### src/rtl/exe_redirect_sel.sv
module exe_redirect_sel #(
  parameter int NT    = 2,
  parameter int LANES = 4,
  parameter int SEQW  = 8,
  parameter int PCW   = 16,
  parameter int ILEN  = 4,
  parameter int CNTW  = 16,
  localparam int TW   = (NT > 1) ? $clog2(NT) : 1
) (
  input  logic                  clk,
  input  logic                  rst_n,
  input  logic [LANES-1:0]      res_vld,
  input  logic [LANES*TW-1:0]   res_tid,
  input  logic [LANES*SEQW-1:0] res_seq,
  input  logic [LANES*PCW-1:0]  res_pc,
  input  logic [LANES*PCW-1:0]  res_npc,
  input  logic [LANES-1:0]      res_sqd,
  input  logic [LANES-1:0]      res_misp,
  input  logic [LANES-1:0]      res_viol,
  input  logic [LANES-1:0]      res_blk,
  input  logic [LANES-1:0]      res_blk_done,
  output logic [LANES-1:0]      res_commit_ok,
  output logic [LANES-1:0]      viol_take,
  output logic [LANES-1:0]      blk_mark,
  output logic [NT-1:0]         sq_vld,
  output logic [NT*SEQW-1:0]    sq_seq,
  output logic [NT*PCW-1:0]     sq_npc,
  output logic [NT*PCW-1:0]     sq_bpc,
  output logic [NT-1:0]         sq_misp,
  output logic [NT-1:0]         sq_taken,
  output logic [NT-1:0]         sq_incl,
  output logic [CNTW-1:0]       cnt_pt_wrong,
  output logic [CNTW-1:0]       cnt_pnt_wrong
);

  logic [NT-1:0]      redir;
  logic [NT-1:0]      n_vld, n_misp, n_taken, n_incl;
  logic [NT*SEQW-1:0] n_seq;
  logic [NT*PCW-1:0]  n_npc, n_bpc;
  logic [LANES-1:0]   hit_m;
  logic [CNTW-1:0]    add_pt, add_pnt;
  logic [PCW-1:0]     l_pc, l_npc;
  int                 t;

  assign res_commit_ok = res_vld & res_sqd;

  always_comb begin
    redir = '0; n_vld = '0; n_misp = '0; n_taken = '0; n_incl = '0;
    n_seq = '0; n_npc = '0; n_bpc = '0;
    hit_m = '0; viol_take = '0; blk_mark = '0;
    l_pc = '0; l_npc = '0; t = 0;
    for (int i = 0; i < LANES; i++) begin
      t     = int'(res_tid[i*TW +: TW]);
      l_pc  = res_pc[i*PCW +: PCW];
      l_npc = res_npc[i*PCW +: PCW];
      if (res_vld[i] && !res_sqd[i] && t < NT && !redir[t]) begin
        if (res_misp[i])                         hit_m[i]     = 1'b1;
        else if (res_viol[i])                    viol_take[i] = 1'b1;
        else if (res_blk[i] && !res_blk_done[i]) blk_mark[i]  = 1'b1;
        if (hit_m[i] || viol_take[i] || blk_mark[i]) begin
          redir[t]              = 1'b1;
          n_vld[t]              = 1'b1;
          n_seq[t*SEQW +: SEQW] = res_seq[i*SEQW +: SEQW];
          n_npc[t*PCW +: PCW]   = blk_mark[i] ? l_pc : l_npc;
          n_bpc[t*PCW +: PCW]   = hit_m[i] ? l_pc : '0;
          n_misp[t]             = hit_m[i];
          n_taken[t]            = hit_m[i] && (l_npc != l_pc + PCW'(ILEN));
          n_incl[t]             = blk_mark[i];
        end
      end
    end
  end

  always_comb begin
    add_pt = '0; add_pnt = '0;
    for (int k = 0; k < NT; k++) begin
      if (n_misp[k] && n_taken[k])  add_pnt = add_pnt + 1'b1;
      if (n_misp[k] && !n_taken[k]) add_pt  = add_pt + 1'b1;
    end
  end

  always_ff @(posedge clk or negedge rst_n) begin
    if (!rst_n) begin
      sq_vld <= '0; sq_seq <= '0; sq_npc <= '0; sq_bpc <= '0;
      sq_misp <= '0; sq_taken <= '0; sq_incl <= '0;
      cnt_pt_wrong <= '0; cnt_pnt_wrong <= '0;
    end else begin
      sq_vld <= n_vld; sq_seq <= n_seq; sq_npc <= n_npc; sq_bpc <= n_bpc;
      sq_misp <= n_misp; sq_taken <= n_taken; sq_incl <= n_incl;
      cnt_pt_wrong  <= cnt_pt_wrong + add_pt;
      cnt_pnt_wrong <= cnt_pnt_wrong + add_pnt;
    end
  end

  for (genvar g = 0; g < LANES; g++) begin : g_lane_chk
    p_quiet_sqd_r7: assert property (@(posedge clk) disable iff (!rst_n)
      (res_vld[g] && res_sqd[g]) |-> !viol_take[g] && !blk_mark[g]);
    p_viol_rank_r2: assert property (@(posedge clk) disable iff (!rst_n)
      viol_take[g] |-> res_viol[g] && !res_misp[g] && !blk_mark[g]);
    p_blk_rank_r5: assert property (@(posedge clk) disable iff (!rst_n)
      blk_mark[g] |-> res_blk[g] && !res_blk_done[g] && !res_misp[g] && !res_viol[g]);
  end

  for (genvar h = 0; h < NT; h++) begin : g_thr_chk
    p_taken_misp_r3: assert property (@(posedge clk) disable iff (!rst_n)
      sq_taken[h] |-> sq_misp[h] && sq_vld[h]);
    p_incl_blk_r5: assert property (@(posedge clk) disable iff (!rst_n)
      sq_incl[h] |-> sq_vld[h] && !sq_misp[h]);
    p_idle_zero_r8: assert property (@(posedge clk) disable iff (!rst_n)
      !sq_vld[h] |-> sq_seq[h*SEQW +: SEQW] == '0 && sq_npc[h*PCW +: PCW] == '0);
  end

  p_cnt_pt_r6: assert property (@(posedge clk) disable iff (!rst_n)
    !(|(sq_misp & ~sq_taken)) |-> $stable(cnt_pt_wrong));
  p_cnt_pnt_r6: assert property (@(posedge clk) disable iff (!rst_n)
    !(|(sq_misp & sq_taken)) |-> $stable(cnt_pnt_wrong));

endmodule

### config.mk
export PLATFORM = sky130hd
export DESIGN_NAME = exe_redirect_sel
export DESIGN_NICKNAME = d
export VERILOG_FILES = /design/src/rtl/exe_redirect_sel.sv
export SDC_FILE = /design/constraint.sdc
export NUM_CORES = 1
export LEC_CHECK = 0
export CORE_ASPECT_RATIO = 1.4
export CORE_UTILIZATION = 45
export DETAILED_ROUTE_END_ITERATION = 10
export HOLD_SLACK_MARGIN = 0.12
export PLACE_DENSITY = 0.92
export SYNTH_ARGS = -nofsm -noshare
export SYNTH_HDL_FRONTEND = slang
export SYNTH_SLANG_ARGS = --single-unit
### constraint.sdc
create_clock -name clk -period 2.4 [get_ports clk]
set_input_delay 0.36 -clock clk [delete_from_list [all_inputs] [get_ports clk]]
set_output_delay 0.36 -clock clk [all_outputs]
set_load 0.02 [all_outputs]
==> results of run 1 <==
[Yosys cell counts (all sizes together) (11+ instances only)]
master | instances | area [sq um]
dfrtp | 120 | 3000
nand2 | 84 | 315
mux2i | 64 | 641
xnor2 | 58 | 508
clkbuf | 54 | 204
xor2 | 37 | 324
o21ai | 35 | 179
nand3 | 34 | 170
a222oi | 32 | 320
o221ai | 32 | 280
o22a | 32 | 280
nor2 | 28 | 105
inv | 25 | 93.8
nand4 | 20 | 140
nor3 | 20 | 100
and3 | 19 | 119
a21oi | 17 | 85.1
nor2b | 17 | 109
a221o | 13 | 130
a22o | 12 | 105
nor4 | 12 | 81.3
buf | 11 | 52.6
nor3b | 11 | 82.6
[per-stage QoR]
stage          hold WS (ns)  setup TNS (ns)  util (%)  area (sq um)  setup slack (ns)
4_1_cts               0.342          -30.49      81.7         15100             -1.26
3_5_place_dp          0.324          -73.81      74.1         13700             -2.14
3_3_place_gp          0.319          -67.78      74.1         13700             -2.04
2_1_floorplan        0.0644          -32.62         -          8720             -1.37
[logic make-up after synthesis]
logic type / Yosys count
AO/OA/AOI/OAI: 232
AND/OR/NAND/NOR: 297
multiplexers: 68
flip-flops: 120
buffers and inverters: 90
adder cells (fa/ha/maj): 12
XOR/XNOR: 95
[metal layers]
metal / overflow / global-route usage (%)
met5: 0 / 18.0
met4: 3 / 66.1
met3: 0 / 42.0
met2: 4 / 84.9
met1: 0 / 56.5
[what timing repair did]
item                                    in CTS
hold buffers                                 1
resized for setup                          324
hold endpoints to repair                    30
pin swaps                                   70
endpoints found under the setup margin      42
buffers inserted                            41
==> flow_summary.ini, run 1 <==
[cts]
clockRootBuffer = clkbuf_16
cts_buffer_depth = 2
cts_sinks = 120
h-tree-depth = 4
cts_buffers = 17

[floorplan]
die_h_microns = 165
die_width_microns = 118
start_util_pct = 45.9
rows = 59
io_pins = 322

[synth]
syn_inst = 914
synth_edf_count = 0
synthArstFlopShare_pct = 100
synth_compound_area_share_pct = 21.9
yosys_warnings = 0
avgSynthCellArea_sq_um = 9.30
yosysSeqAreaShare_pct = 35.3
synth_fa_ha_area_share_pct = 1.94
muxShareOfSynthArea_pct = 8.06
yosys.area_share.xor_xnor_pct = 9.79
synth_ff_type = dfrtp_1
ys_ff_latch = 120
synth_nets = 1116
synthSimpleGateAreaFrac_pct = 18.8
synth_top_family_by_area = compound AO/OA/AOI/OAI gates
ys_types = 69
synth_area_sq_um = 8500

[outcome]
status = did not finish
first-error = [ERROR GRT-0232] Routing congestion too high. Check the congestion heatmap in the GUI.
lastStage = global routing

[timing]
crit_endpoint = cnt_pnt_wrong[12]$_DFF_PN0_/D
worstEpCategory = register input

[place]
dpl.hpwl_mm = 31.4
finalWeightedCongestion = 1.13
port_buffers = 321
placed_cells = 1644

[global_routing]
grt_max_degree = 45
overflow = 7
groute.usage.overall_pct = 61.5
==> inputs of run 2 (changes only) <==
CORE_ASPECT_RATIO = default   (was 1.4)
CORE_UTILIZATION = 35   (was 45)
HOLD_SLACK_MARGIN = default   (was 0.12)
PLACE_DENSITY = default   (was 0.92)
PLACE_DENSITY_LB_ADDON = 0.15   (was default)
==> flow_summary.ini, run 2 <==
[outcome]
status = finished with violations
failed_checks = setup timing

[layout]
register_area_sq_um = 3000
top_regs = sq_bpc x32, sq_npc x32
mostFrequentLayoutCell = buf_4
utilization_pct = 65.7
area_growth_syn_to_layout_pct = 83.0
fillers = 1952
fin_area_sq_um = 15600
multi_input_area_sq_um = 6110
final_cells = 1799
final_cell_mix = 248 x buf_4, 221 x clkdlybuf4s50_1, 120 x dfrtp_1
finish.net_count = 1663
drive_above_1_share_pct = 33.2

[global_routing]
groute.usage.overall_pct = 30.7
first_global_vias = 10100
grt_max_degree = 41
antenna_found_initial = 6
overflow = 0
grt_pass1_wl_mm = 57.1

[place]
placed_cells = 1730
preCtsSetupSlack_ns = -2.11
port_buffers = 321
finalWeightedCongestion = 0.966
placed_cell_area_sq_um = 13900
dpl.hpwl_mm = 30.5

[critical_path]
critical_path_class = in -> reg
regToRegEndpoint = cnt_pnt_wrong[14]
required_ns = 2.70
reg2regPathDepth = 8
rr_startpoint = cnt_pnt_wrong[0]
critical_path.max_fanout = 5
cp-end-kind = register
r2r_slack_ns = 0.60
worstPathArrival_ns = 3.91
startpoint_type = primary input

[floorplan]
die_area_sq_um = 24900
start_util_pct = 35.9
io_pins = 322
die_h_microns = 158
core_area_sq_um = 23700
die_width_microns = 158
rows = 56

[synth]
syn_inst = 914
synth_nets = 1116
yosys.area.top_type_share_pct = 35.3
ys_types = 69
ys_top_cells_by_count = 120 x dfrtp_1, 84 x nand2_1, 64 x mux2i_1
synth_area_leaders = dfrtp_1 35%, mux2i_1 7.5%, xnor2_1 6.0%
synth_edf_count = 0
synth_ff_type = dfrtp_1
yosysSeqAreaShare_pct = 35.3
synth_area_sq_um = 8500
synthArstFlopShare_pct = 100
yosys.area.top_type = dfrtp_1
synth_most_common_cell = dfrtp_1
avgSynthCellArea_sq_um = 9.30
ys_ff_latch = 120
yosys_warnings = 0

[timing]
setup_violations = 32
worstMarginPinSlew_ns = 1.25
setup_tns_ns = -30.70
max_freq_mhz = 277
clock_skew_ns = 0.00638
slew_headroom_pct = 16.0
hold_viol = 0
fin_crit_sh_pct = 150
slew_viol_final = 0
whs_ns = 0.349
rsz0062_at_grt = true
finalCriticalPeriod_ns = 3.61
fin_ws_ns = -1.21

[worst_hold_path]
worstHoldStart = res_pc[50]
hold_depth = 4
hp-class = in -> reg
holdPathEnd = sq_bpc[18]

[drt]
wl_per_cell_microns = 21.8
drc = 0
detail_route.wirelength_mm = 39.2
viasPerCell = 5.75
drt_iter0_markers = 1002
firstDrtPassIters = 7
ant_nets = 0
num_vias = 10300

[cts]
cts_buffers = 17
cts_sinks = 120
clkSlewWorstSetupHoldPaths_ns = 0.06
clockRootBuffer = clkbuf_16
clk_latency_ns = 0.42
h-tree-depth = 4
cts_buffer_depth = 2
cts_tree = built

[pwr]
power_density_nw_per_um2 = 506
leakagePower_nw = 7.03
peakVddDrop_mv = 0.421
finalPower_mw = 7.87

[job]
maxCapViolCount = 0
run 2: critical path: stages:
cell,delay (ns)
clkdlybuf4s50_1,0.59
buf_4,0.16
nand4_1,0.20
nor3_1,0.27
xnor2_1,0.15
a31o_2,0.17
o2111ai_2,0.15
a22oi_2,0.23
nand2_2,0.11
ha_4,0.29
ha_4,0.13
inv_2,0.04
fa_2,0.39
nor2_4,0.13
nand3_4,0.11
nor2_4,0.16
nand3_2,0.10
xnor2_2,0.14
run 2: timing repair:
action,4_1_cts,5_1_grt
buffers inserted,18,13
gates resized for setup,186,170
hold buffers,1,0
pin swaps,51,71
endpoints found under the hold margin,30,0
setup endpoints to repair,40,52
run 2: cell type report:
cell class                      instances  area share, %
Timing Repair Buffer                  593           34.3
Sequential cell                       120           19.3
Antenna cell                            6         0.0965
Tap cell                              319           2.57
Clock inverter                         15           1.15
Clock buffer                           17           2.73
Multi-Input combinational cell        704           39.3
Inverter                               25          0.603
run 2: per-layer routing:
| metal | vias up | share of wire [%] | track usage (%) |
|---|---|---|---|
| met4 | 0 | 3.4 | 10.9 |
| li1 | 4626 | - | - |
| met3 | 91 | 7.8 | 4.35 |
| met2 | 525 | 48 | 50.8 |
| met1 | 5095 | 41 | 40.9 |
| met5 | - | 0 | 0 |
run 2: kinds of logic (layout without fill, tap and decap cells):
logic type                 count (synthesis)  after routing  synth area share [%]
AOI/OAI and AO/OA                        232            232                  21.9
xor gates and xnor gates                  95             95                  9.79
adders and majority gates                 12             12                  1.94
buffers and inverters                     90            650                  4.12
DFF                                      120            120                  35.3
muxes                                     68             68                  8.06
other                                      0              6                     0
and+or+nand+nor                          297            297                  18.8
run 2: power breakdown:
| part | switching [mW] | total [mW] | internal (mW) |
|---|---|---|---|
| Sequential | 0.215 | 2.45 | 2.23 |
| Clock | 1.11 | 2.69 | 1.58 |
| Combinational | 1.34 | 2.73 | 1.39 |
run 2: how the worst max path moves through the flow:
| stage | end | startpoint | slack [ns] |
|---|---|---|---|
| after floorplan | cnt_pnt_wrong[8] | res_pc[2] | -1.37 |
| after global placement | cnt_pnt_wrong[8] | res_pc[35] | -2.04 |
| after detailed placement | cnt_pnt_wrong[14] | res_pc[2] | -2.11 |
| after CTS | cnt_pnt_wrong[14] | res_pc[3] | -1.22 |
| after global routing | cnt_pnt_wrong[14] | res_npc[13] | -1.31 |
| final | cnt_pnt_wrong[14] | res_pc[43] | -1.21 |
(Power assumes the default switching activity.)
